$ cat config.mk
export PLATFORM = sky130hd
export DESIGN_NAME = spi_txn_master
export DESIGN_NICKNAME = d
export VERILOG_FILES = /design/src/rtl/spi_txn_pkg.sv /design/src/rtl/spi_txn_fifo.sv /design/src/rtl/spi_txn_engine.sv /design/src/rtl/spi_txn_master.sv
export SDC_FILE = /design/constraint.sdc
export NUM_CORES = 1
export LEC_CHECK = 0
export BUFFER_PORTS_ARGS = -buffer_cell sky130_fd_sc_hd__clkbuf_2
export CAP_MARGIN = 40
export CORE_UTILIZATION = 45
export CTS_CLUSTER_SIZE = 28
export DETAILED_ROUTE_END_ITERATION = 16
export PLACE_DENSITY = 0.6
export SYNTH_ARGS = -nofsm -noshare
export SYNTH_HDL_FRONTEND = slang
export SYNTH_SLANG_ARGS = --single-unit
$ cat constraint.sdc
create_clock -name clk_i -period 5 [get_ports clk_i]
set_clock_uncertainty 0.2 [all_clocks]
set_input_delay 1 -clock clk_i [delete_from_list [all_inputs] [get_ports clk_i]]
set_output_delay 1 -clock clk_i [all_outputs]
set_load 0.005 [all_outputs]
$ cat src/rtl/spi_txn_pkg.sv
package spi_txn_pkg;
  typedef enum logic [2:0] {
    ST_IDLE, ST_LEAD, ST_FETCH, ST_LO, ST_HI, ST_TRAIL
  } eng_state_e;

  typedef enum logic [1:0] {PH_WR, PH_RD, PH_BOTH} phase_e;

  localparam logic [3:0] MODE_BOTH  = 4'd0;
  localparam logic [3:0] MODE_WR    = 4'd1;
  localparam logic [3:0] MODE_RD    = 4'd2;
  localparam logic [3:0] MODE_WR_RD = 4'd3;

  localparam logic [2:0] REG_FMT  = 3'd0;
  localparam logic [2:0] REG_XCTL = 3'd1;
  localparam logic [2:0] REG_CMD  = 3'd2;
  localparam logic [2:0] REG_DATA = 3'd3;
  localparam logic [2:0] REG_CTRL = 3'd4;
  localparam logic [2:0] REG_STAT = 3'd5;
  localparam logic [2:0] REG_TIME = 3'd6;

  localparam int MODE_LSB = 24;
  localparam int WCNT_LSB = 12;
  localparam int RCNT_LSB = 0;
  localparam int LEN_LSB  = 8;
  localparam int RXC_LSB  = 8;
  localparam int TXC_LSB  = 16;
endpackage

$ cat src/rtl/spi_txn_fifo.sv
module spi_txn_fifo #(
  parameter int WIDTH = 8,
  parameter int DEPTH = 16,
  localparam int AW = $clog2(DEPTH),
  localparam int CW = $clog2(DEPTH + 1)
) (
  input  logic             clk_i,
  input  logic             rst_ni,
  input  logic             flush_i,
  input  logic             push_i,
  input  logic [WIDTH-1:0] wdata_i,
  input  logic             pop_i,
  output logic [WIDTH-1:0] rdata_o,
  output logic [CW-1:0]    count_o,
  output logic             empty_o,
  output logic             full_o
);
  logic [WIDTH-1:0] mem_q [DEPTH];
  logic [AW-1:0]    wr_ptr_q, rd_ptr_q;
  logic [CW-1:0]    cnt_q;
  logic             do_push, do_pop;

  assign empty_o = (cnt_q == '0);
  assign full_o  = (cnt_q == CW'(DEPTH));
  assign do_push = push_i && !full_o;
  assign do_pop  = pop_i && !empty_o;
  assign rdata_o = mem_q[rd_ptr_q];
  assign count_o = cnt_q;

  function automatic logic [AW-1:0] nxt(input logic [AW-1:0] p);
    return (p == AW'(DEPTH - 1)) ? '0 : p + 1'b1;
  endfunction

  always_ff @(posedge clk_i) begin
    if (do_push) mem_q[wr_ptr_q] <= wdata_i;
  end

  always_ff @(posedge clk_i or negedge rst_ni) begin
    if (!rst_ni) begin
      wr_ptr_q <= '0;
      rd_ptr_q <= '0;
      cnt_q    <= '0;
    end else if (flush_i) begin
      wr_ptr_q <= '0;
      rd_ptr_q <= '0;
      cnt_q    <= '0;
    end else begin
      if (do_push) wr_ptr_q <= nxt(wr_ptr_q);
      if (do_pop)  rd_ptr_q <= nxt(rd_ptr_q);
      case ({do_push, do_pop})
        2'b10:   cnt_q <= cnt_q + 1'b1;
        2'b01:   cnt_q <= cnt_q - 1'b1;
        default: cnt_q <= cnt_q;
      endcase
    end
  end
endmodule

$ cat src/rtl/spi_txn_engine.sv
module spi_txn_engine
  import spi_txn_pkg::*;
#(
  parameter int UNIT_W = 8,
  parameter int CNT_W  = 9,
  parameter int DIV_W  = 8,
  localparam int LEN_W = $clog2(UNIT_W)
) (
  input  logic              clk_i,
  input  logic              rst_ni,
  input  logic              soft_rst_i,
  input  logic              start_i,
  input  logic [3:0]        mode_i,
  input  logic [CNT_W-1:0]  wcnt_i,
  input  logic [CNT_W-1:0]  rcnt_i,
  input  logic [LEN_W-1:0]  len_m1_i,
  input  logic [DIV_W-1:0]  div_i,
  input  logic              tx_empty_i,
  input  logic [UNIT_W-1:0] tx_data_i,
  output logic              tx_pop_o,
  input  logic              rx_full_i,
  output logic              rx_push_o,
  output logic [UNIT_W-1:0] rx_data_o,
  output logic              busy_o,
  output logic              sck_o,
  output logic              cs_n_o,
  output logic              mosi_o,
  input  logic              miso_i
);
  eng_state_e        state_q;
  phase_e            phase_q, st_phase;
  logic              then_rd_q, st_then, start_ok;
  logic [CNT_W-1:0]  rcnt_q, units_q, st_units;
  logic [LEN_W-1:0]  len_q, bit_q;
  logic [DIV_W-1:0]  div_q, timer_q;
  logic [UNIT_W-1:0] tx_sh_q, rx_sh_q, len_mask;
  logic              ph_tx, ph_rx, can_go, half_done, unit_end;

  always_comb begin
    start_ok = 1'b1;
    st_phase = PH_BOTH;
    st_units = wcnt_i;
    st_then  = 1'b0;
    case (mode_i)
      MODE_BOTH:  ;
      MODE_WR:    st_phase = PH_WR;
      MODE_RD:    begin st_phase = PH_RD; st_units = rcnt_i; end
      MODE_WR_RD: begin st_phase = PH_WR; st_then = 1'b1; end
      default:    start_ok = 1'b0;
    endcase
  end

  assign ph_tx     = (phase_q != PH_RD);
  assign ph_rx     = (phase_q != PH_WR);
  assign can_go    = (!ph_tx || !tx_empty_i) && (!ph_rx || !rx_full_i);
  assign half_done = (timer_q == div_q);
  assign unit_end  = (state_q == ST_HI) && half_done && (bit_q == '0);

  always_comb begin
    for (int i = 0; i < UNIT_W; i++) len_mask[i] = (i <= int'(len_q));
  end

  always_ff @(posedge clk_i or negedge rst_ni) begin
    if (!rst_ni) begin
      state_q   <= ST_IDLE;
      phase_q   <= PH_BOTH;
      then_rd_q <= 1'b0;
      rcnt_q    <= '0;
      units_q   <= '0;
      len_q     <= '0;
      bit_q     <= '0;
      div_q     <= '0;
      timer_q   <= '0;
      tx_sh_q   <= '0;
      rx_sh_q   <= '0;
    end else if (soft_rst_i) begin
      state_q   <= ST_IDLE;
      then_rd_q <= 1'b0;
      timer_q   <= '0;
    end else begin
      case (state_q)
        ST_IDLE: if (start_i && start_ok) begin
          state_q   <= ST_LEAD;
          phase_q   <= st_phase;
          units_q   <= st_units;
          then_rd_q <= st_then;
          rcnt_q    <= rcnt_i;
          len_q     <= len_m1_i;
          div_q     <= div_i;
          timer_q   <= '0;
        end
        ST_LEAD: begin
          timer_q <= half_done ? '0 : timer_q + 1'b1;
          if (half_done) state_q <= ST_FETCH;
        end
        ST_FETCH: if (can_go) begin
          tx_sh_q <= ph_tx ? tx_data_i : '0;
          bit_q   <= len_q;
          timer_q <= '0;
          state_q <= ST_LO;
        end
        ST_LO: begin
          timer_q <= half_done ? '0 : timer_q + 1'b1;
          if (half_done) begin
            rx_sh_q <= {rx_sh_q[UNIT_W-2:0], miso_i};
            state_q <= ST_HI;
          end
        end
        ST_HI: begin
          timer_q <= half_done ? '0 : timer_q + 1'b1;
          if (half_done) begin
            if (bit_q != '0) begin
              bit_q   <= bit_q - 1'b1;
              state_q <= ST_LO;
            end else if (units_q != '0) begin
              units_q <= units_q - 1'b1;
              state_q <= ST_FETCH;
            end else if (then_rd_q) begin
              then_rd_q <= 1'b0;
              phase_q   <= PH_RD;
              units_q   <= rcnt_q;
              state_q   <= ST_FETCH;
            end else begin
              state_q <= ST_TRAIL;
            end
          end
        end
        ST_TRAIL: begin
          timer_q <= half_done ? '0 : timer_q + 1'b1;
          if (half_done) state_q <= ST_IDLE;
        end
        default: state_q <= ST_IDLE;
      endcase
    end
  end

  assign tx_pop_o  = (state_q == ST_FETCH) && can_go && ph_tx && !soft_rst_i;
  assign rx_push_o = unit_end && ph_rx && !soft_rst_i;
  assign rx_data_o = rx_sh_q & len_mask;
  assign busy_o    = (state_q != ST_IDLE);
  assign cs_n_o    = (state_q == ST_IDLE);
  assign sck_o     = (state_q == ST_HI);
  assign mosi_o    = ((state_q == ST_LO) || (state_q == ST_HI)) && ph_tx && tx_sh_q[bit_q];
endmodule

$ cat src/rtl/spi_txn_master.sv
module spi_txn_master
  import spi_txn_pkg::*;
#(
  parameter int FIFO_DEPTH = 16,
  parameter int UNIT_W     = 8,
  parameter int CNT_W      = 9,
  parameter int DIV_W      = 8,
  parameter int ADDR_W     = 3,
  parameter int BUS_W      = 32
) (
  input  logic              clk_i,
  input  logic              rst_ni,
  input  logic              bus_req_i,
  input  logic              bus_we_i,
  input  logic [ADDR_W-1:0] bus_addr_i,
  input  logic [BUS_W-1:0]  bus_wdata_i,
  output logic [BUS_W-1:0]  bus_rdata_o,
  output logic              sck_o,
  output logic              cs_n_o,
  output logic              mosi_o,
  input  logic              miso_i
);
  localparam int LEN_W = $clog2(UNIT_W);
  localparam int CW    = $clog2(FIFO_DEPTH + 1);

  logic [LEN_W-1:0]  fmt_len_q;
  logic [3:0]        mode_q;
  logic [CNT_W-1:0]  wcnt_q, rcnt_q;
  logic [4:0]        ctrl_q;
  logic [DIV_W-1:0]  div_q;

  logic wr, rd, cmd_wr, ctrl_wr, tx_push, rx_pop;
  logic tx_pop, tx_empty, tx_full, rx_push, rx_empty, rx_full, eng_busy;
  logic [UNIT_W-1:0] tx_head, rx_head, rx_word;
  logic [CW-1:0]     tx_cnt, rx_cnt;

  assign wr      = bus_req_i && bus_we_i;
  assign rd      = bus_req_i && !bus_we_i;
  assign cmd_wr  = wr && (bus_addr_i == REG_CMD);
  assign ctrl_wr = wr && (bus_addr_i == REG_CTRL);
  assign tx_push = wr && (bus_addr_i == REG_DATA);
  assign rx_pop  = rd && (bus_addr_i == REG_DATA);

  always_ff @(posedge clk_i or negedge rst_ni) begin
    if (!rst_ni) begin
      fmt_len_q <= LEN_W'(UNIT_W - 1);
      mode_q    <= '0;
      wcnt_q    <= '0;
      rcnt_q    <= '0;
      ctrl_q    <= '0;
      div_q     <= '0;
    end else begin
      if (wr && bus_addr_i == REG_FMT)  fmt_len_q <= bus_wdata_i[LEN_LSB +: LEN_W];
      if (wr && bus_addr_i == REG_TIME) div_q <= bus_wdata_i[DIV_W-1:0];
      if (wr && bus_addr_i == REG_XCTL) begin
        mode_q <= bus_wdata_i[MODE_LSB +: 4];
        wcnt_q <= bus_wdata_i[WCNT_LSB +: CNT_W];
        rcnt_q <= bus_wdata_i[RCNT_LSB +: CNT_W];
      end
      // reset bits act for one cycle, then drop
      if (ctrl_wr) ctrl_q <= bus_wdata_i[4:0];
      else         ctrl_q[2:0] <= '0;
    end
  end

  spi_txn_fifo #(.WIDTH(UNIT_W), .DEPTH(FIFO_DEPTH)) u_tx_fifo (
    .clk_i, .rst_ni,
    .flush_i (ctrl_q[2]),
    .push_i  (tx_push),
    .wdata_i (bus_wdata_i[UNIT_W-1:0]),
    .pop_i   (tx_pop),
    .rdata_o (tx_head),
    .count_o (tx_cnt),
    .empty_o (tx_empty),
    .full_o  (tx_full)
  );

  spi_txn_fifo #(.WIDTH(UNIT_W), .DEPTH(FIFO_DEPTH)) u_rx_fifo (
    .clk_i, .rst_ni,
    .flush_i (ctrl_q[1]),
    .push_i  (rx_push),
    .wdata_i (rx_word),
    .pop_i   (rx_pop),
    .rdata_o (rx_head),
    .count_o (rx_cnt),
    .empty_o (rx_empty),
    .full_o  (rx_full)
  );

  spi_txn_engine #(.UNIT_W(UNIT_W), .CNT_W(CNT_W), .DIV_W(DIV_W)) u_engine (
    .clk_i, .rst_ni,
    .soft_rst_i (ctrl_q[0]),
    .start_i    (cmd_wr),
    .mode_i     (mode_q),
    .wcnt_i     (wcnt_q),
    .rcnt_i     (rcnt_q),
    .len_m1_i   (fmt_len_q),
    .div_i      (div_q),
    .tx_empty_i (tx_empty),
    .tx_data_i  (tx_head),
    .tx_pop_o   (tx_pop),
    .rx_full_i  (rx_full),
    .rx_push_o  (rx_push),
    .rx_data_o  (rx_word),
    .busy_o     (eng_busy),
    .sck_o, .cs_n_o, .mosi_o, .miso_i
  );

  always_comb begin
    bus_rdata_o = '0;
    case (bus_addr_i)
      REG_FMT:  bus_rdata_o[LEN_LSB +: LEN_W] = fmt_len_q;
      REG_XCTL: begin
        bus_rdata_o[MODE_LSB +: 4]     = mode_q;
        bus_rdata_o[WCNT_LSB +: CNT_W] = wcnt_q;
        bus_rdata_o[RCNT_LSB +: CNT_W] = rcnt_q;
      end
      REG_DATA: bus_rdata_o[UNIT_W-1:0] = rx_head;
      REG_CTRL: bus_rdata_o[4:0] = ctrl_q;
      REG_STAT: begin
        bus_rdata_o[0]                = eng_busy;
        bus_rdata_o[RXC_LSB +: CW]    = rx_cnt;
        bus_rdata_o[14]               = rx_empty;
        bus_rdata_o[TXC_LSB +: CW]    = tx_cnt;
        bus_rdata_o[22]               = tx_empty;
        bus_rdata_o[23]               = tx_full;
      end
      REG_TIME: bus_rdata_o[DIV_W-1:0] = div_q;
      default:  bus_rdata_o = '0;
    endcase
  end
endmodule

==> qor.csv, run 1 <==
metric,value,unit
status,completed,
share of the synthesized area in the top cell type,45.6,%
DIE HEIGHT,196,µm
CP startpoint kind,flop,
register area share after synthesis,64.3,%
largest family of logic cells by synthesized area,multiplexers,
clock sink count,382,
DIE AREA,0.0383,mm²
GRT Util Overall,20.3,%
total chip power,9.78,mW
Filler Cells Inserted,3028,
Area Overhead vs Synth,14.1,%
Post-CTS Hold Fix Bufs,0,
vias in the first global route,9613,
DRC,0,
hold_ws,0.0919,ns
Power Density,508,mW/mm²
area of the multi-input gates,0.00563,mm²
final setup margin,0.716,ns
Worst-Skew Late Latency,0.56,ns
Port Buf Inserts,61,
pre-CTS setup slack,1.09,ns
"Distinct cells, synth",77,
Hold WC Path Type,input pin to asynchronous set/reset pin,
Antenna diodes,0,
crit path DAT,3.08,ns
row cnt,70,
Wirelength per Cell,22.3,µm
number of gates resized after CTS,0,
post-synthesis simple-gate area fraction,8.08,%
area of the mapped netlist,0.0169,mm²
Post-CTS Setup Inserts,0,
Syn Inst Count,1106,
initial antenna violation count,0,
Pre-antenna DRT Iters,5,
Peak Freq,233,MHz
I/O pin total,75,
CTS tree,yes,
Synth Area in Adders,1.26,%
"most common cell after layout, fill and taps aside",edfxtp_1,
Core Footprint,0.0368,mm²
fin crit share,85.7,%
Placed Instances,1609,
"flops & latches, synth",382,
Post-synth ARST share,33.0,%
worst-margin pin slew,0.880,ns
Slew Limit Fails,0,
largest cells by area after synthesis,"edfxtp_1 (46%), dfrtp_1 (18%), mux4_2 (10%), mux2_2 (4.3%), nor2_1 (1.5%)",
xor and xnor area share after synthesis,1.50,%
YS warnings,0,
Crit. End Element,output port,
Final min period,4.28,ns
Vias,9634,
grt ovf,0,
P_leak,7.19,nW
first-pass GRT wire length,58.1,mm
critical path class,flop to output port,
post-synthesis mux area share,16.4,%
Final Net Count,1241,
TNS Setup,0,ns
cts bufs inserted,41,
ys flop type,edfxtp_1,
most frequent cells in the layout,"edfxtp_1 (256), dfrtp_1 (120), mux4_2 (78), nor2_1 (69), mux2_2 (65)",
"Avg Cell Area, Syn",15.3,µm²
Max Root-Sink Buffers,3,
clock-pin slew on the worst setup and hold paths,0.06,ns
RSZ-0062 raised after global routing,false,
number of synthesized flops with an enable pin,256,
post-synth top area cell,edfxtp_1,
post-detail-place hpwl,25.4,mm
CTS root buf,clkbuf_16,
layout cells sized above 1,26.9,%
worst path required time,3.80,ns
max_cap viols,0,
final hold vios,0,
Initial Utilization,45.9,%
Slew HR,40.8,%
pin count of the biggest net entering global routing,79,
# setup viols final,0,
GPL Wtd Cong,0.808,
Iter 0 DRT Violations,722,
Die Width,196,µm
post-synthesis compound-gate area fraction,5.88,%
Antenna Nets Post-Route,0,
"non-filler cells, final",1684,
H-tree levels,2,
final wirelength,37.5,mm
DR vias/cell,5.72,
crit-path max FO,24,
Max IR drop VDD,294,µV
storage element area,0.0108,mm²
## critical path: stages (launching register included)
cell and delay, ns:
dfrtp_2 0.68, buf_12 0.28, mux4_2 0.53, a22oi_1 0.33, a21oi_1 0.14, a21oi_1 0.13, o21ai_0 0.22, clkbuf_2 0.20
## state kept, by name (all words and copies together), names as in the netlist, 5 cells and up
register           count
ctrl_q                 5
div_q                  8
rcnt_q                 9
u_engine.div_q         8
u_engine.rcnt_q        9
u_engine.rx_sh_q       8
u_engine.timer_q       8
u_engine.tx_sh_q       8
u_engine.units_q       9
u_rx_fifo.count_o      5
u_rx_fifo.mem_q      128
u_tx_fifo.count_o      5
u_tx_fifo.mem_q      128
wcnt_q                 9
## per-layer routing
metal	up-vias	share of wire (%)	track usage [%]
li1	4422	-	-
met1	4968	45	29.3
met2	204	48	32.1
met3	40	4.7	2.66
met4	0	1.9	6.42
met5	-	0	0
## synth_stat cells (4+ instances only)
| cell | n |
|---|---|
| buf_4 | 7 |
| nor2_1 | 69 |
| xor2_1 | 13 |
| or2_2 | 5 |
| a21oi_1 | 35 |
| edfxtp_1 | 256 |
| buf_1 | 5 |
| o21a_1 | 5 |
| and2_1 | 23 |
| nor3b_1 | 4 |
| o221ai_1 | 5 |
| nand2b_1 | 10 |
| and3_1 | 7 |
| o21ai_0 | 28 |
| mux4_2 | 78 |
| o211ai_1 | 12 |
| nor4_1 | 13 |
| or4_1 | 7 |
| nor2b_1 | 9 |
| nand4_1 | 7 |
| xnor2_1 | 14 |
| nor3_1 | 22 |
| clkbuf_1 | 38 |
| nand2_1 | 50 |
| mux2_2 | 65 |
| mux2i_1 | 25 |
| inv_1 | 36 |
| dfrtp_1 | 122 |
| ha_1 | 17 |
| a22oi_1 | 13 |
| or3_1 | 7 |
| buf_2 | 12 |
| dfstp_2 | 4 |
| a22o_1 | 8 |
| a211oi_1 | 4 |
| o22ai_1 | 5 |
| nand3_1 | 9 |
## cell families (layout without fill, tap and decap cells)
kind of cell    Yosys count  after routing
flops                   382            382
simple gates            259            259
mux                     170            170
compound gates          148            148
buf+inv                 101            207
xor+xnor                 28             28
fa+ha+maj                17             17
other cells               1              5
## per-stage QoR
stage               cell area (µm²)  utilization [%]
floorplan                     16900                -
global placement              17700             48.2
finish                        19300             52.4
detailed placement            17800             48.5
global route                  19300             52.4
CTS                           19300             52.4
## final timing paths
path,startpoint,end,slack [ns],depth (start not counted)
hold reg to reg,u_engine.tx_sh_q[3],u_engine.tx_sh_q[3],0.30,1
setup reg to reg,ctrl_q[0],u_rx_fifo.count_o[2],1.41,10
min in group clk_i,u_engine.tx_sh_q[3],u_engine.tx_sh_q[3],0.30,1
setup / recovery,u_rx_fifo.rd_ptr_q[0],bus_rdata_o[1],0.72,7
max in group asynchronous,rst_ni,u_engine.timer_q[4],3.43,3
hold / removal,rst_ni,u_engine.tx_sh_q[6],0.09,1
## cell type report
cell class	instances	share of cell area (%)
sequential	382	56.3
multi-input combinational	627	29.2
clock buffer	59	6.15
timing repair buffer	95	3.29
tap	468	3.04
clock inverter	16	1.26
inverter	37	0.721
## power breakdown
group	internal, mW	switching [mW]	total [mW]
registers	3.73	0.493	4.23
logic	1.18	1.19	2.37
clock network	1.96	1.23	3.18
No activity file was read; power rests on OpenSTA's default activity.
==> inputs of run 2 (changes only) <==
- PLACE_DENSITY: 0.6 -> 0.63
- clock period: 5 -> 3.89 ns (I/O delays scaled with it)
==> qor.csv, run 2 (synthesized netlist as in run 1, its figures left out) <==
metric,value,unit,change
crit-path max FO,8,,-67%
Peak Freq,261,MHz,
P_leak,7.31,nW,+1.7%
clock-pin slew on the worst setup and hold paths,0.06,ns,about the same
critical path class,flop to output port,,
Worst-Skew Late Latency,0.56,ns,about the same
Worst R2R Start,u_engine.state_q[1],,
Placed Instances,1621,,+0.75%
H-tree levels,2,,unchanged
CP startpoint kind,flop,,
Final min period,3.83,ns,
worst path required time,2.91,ns,-0.89 ns
CP Launch Point,u_rx_fifo.rd_ptr_q[0],,
"non-filler cells, final",1704,,+1.2%
DIE HEIGHT,196,µm,unchanged
Die Width,196,µm,unchanged
hold_ws,0.0502,ns,-0.0417 ns
final setup margin,0.0602,ns,-0.656 ns
I/O pin total,75,,unchanged
Routed met3 length,1.99,mm,+13%
TNS Setup,0,ns,unchanged
initial antenna violation count,0,,unchanged
vias in the first global route,9831,,+2.3%
Finished Cell Area,0.0195,mm²,+1.1%
# setup viols final,0,,unchanged
"most common cell after layout, fill and taps aside",edfxtp_1,,
Hold WC Path Type,input pin to asynchronous set/reset pin,,
Core Footprint,0.0368,mm²,unchanged
pin count of the biggest net entering global routing,78,,-1.3%
Filler Cells Inserted,3029,,+0.033%
final wirelength,37.8,mm,+0.93%
Crit. End Element,output port,,
DIE AREA,0.0383,mm²,unchanged
status,completed,,
worst-margin pin slew,0.920,ns,+0.0400 ns
Max IR drop VDD,396,µV,+35%
DRC,0,,unchanged
clock sink count,382,,unchanged
Antenna diodes,0,,unchanged
crit path DAT,2.85,ns,-0.23 ns
Final Net Count,1259,,+1.5%
Power Density,660,mW/mm²,+30%
Max Root-Sink Buffers,3,,unchanged
first-pass GRT wire length,58.9,mm,+1.2%
RSZ-0062 raised after global routing,false,,
final core utilization,52.9,%,+0.56 points
highest metal used,met4,,
CTS tree,yes,,
Area Overhead vs Synth,15.3,%,
Port Buf Inserts,61,,unchanged
total chip power,12.8,mW,+31%
pre-CTS setup slack,0.491,ns,-0.604 ns
GRT Util Overall,20.4,%,+0.13 points
final hold vios,0,,unchanged
DR vias/cell,5.74,,+0.29%
Post-Route M1 WL,17.3,mm,+2.2%
max_cap viols,0,,unchanged
Initial Utilization,45.9,%,unchanged
cts bufs inserted,42,,+2.4%
Vias,9777,,+1.5%
grt ovf,0,,unchanged
layout cells sized above 1,28.4,%,+1.5 points
post-detail-place hpwl,25.4,mm,+0.12%
most frequent cells in the layout,"edfxtp_1 (256), dfrtp_1 (119), mux4_2 (78), nor2_1 (69), mux2_2 (65)",,
Pre-antenna DRT Iters,5,,unchanged
Largest regs,"u_rx_fifo.mem_q: 128 flops, u_tx_fifo.mem_q: 128 flops",,
Slew Limit Fails,0,,unchanged
Iter 0 DRT Violations,753,,+4.3%
CTS root buf,clkbuf_16,,
Wirelength per Cell,22.2,µm,-0.25%
cell area after placement,0.0179,mm²,+0.41%
fin crit share,98.5,%,
GPL Wtd Cong,0.848,,+5.0%
Slew HR,38.4,%,-2.3 points
met2 wire length,17.6,mm,-3.0%
Antenna Nets Post-Route,0,,unchanged
row cnt,70,,unchanged
==> run 2: cell types whose count changed in the layout (fill, tap and decap cells not counted), sizes merged <==
cell      previous run  this run
buf                 34        51
clkbuf             119       114
clkinv               8        12
bufinv               6         8
clkinvlp             2         3
inv                 37        38
==> run 2: worst paths after layout <==
kind | endpoint | slack (ns) | cells after the start
setup / recovery | bus_rdata_o[3] | 0.06 | 7
hold / removal | u_engine.timer_q[5] | 0.05 | 1
setup reg to reg | u_tx_fifo.count_o[4] | 0.60 | 10
hold reg to reg | u_engine.tx_sh_q[7] | 0.30 | 1
max in group asynchronous | fmt_len_q[0] | 2.66 | 2
min in group clk_i | u_engine.rx_sh_q[0] | 0.24 | 2
==> run 2: worst max-delay path: stages, from the launching register on <==
cell and delay, ns:
dfrtp_4 0.51, buf_4 0.16, mux4_2 0.49, a22oi_1 0.36, a21oi_1 0.15, a21oi_1 0.17
o21ai_0 0.24, clkbuf_2 0.20
==> run 2: metal layers <==
metal | up-vias | global-route usage (%)
met4 | 0 | 6.60
met5 | - | 0
met1 | 5007 | 29.7
li1 | 4457 | -
met3 | 70 | 3.30
met2 | 243 | 31.5
==> run 2: what timing repair did <==
action | 4_1_cts | 5_1_grt
buffers inserted | 0 | 5
hold buffers | 0 | 0
endpoints found under the setup margin | 4 | 7
endpoints found under the hold margin | 0 | 0
resized for setup | 1 | 3
==> run 2: final cells by class <==
cell class | instances | area (µm²) | area share (%)
timing repair buffer | 112 | 751 | 3.86
inverter | 37 | 139 | 0.714
tap | 468 | 586 | 3.01
clock inverter | 24 | 354 | 1.82
multi-input combinational | 627 | 5630 | 28.9
clock buffer | 54 | 1160 | 5.95
sequential | 382 | 10900 | 55.8
==> run 2: power by group <==
| group | switching, mW | internal [mW] | total, mW | leakage [nW] |
|---|---|---|---|---|
| clock | 1.64 | 2.65 | 4.29 | 0.731 |
| combinational | 1.59 | 1.57 | 3.16 | 2.60 |
| sequential | 0.599 | 4.80 | 5.40 | 3.98 |
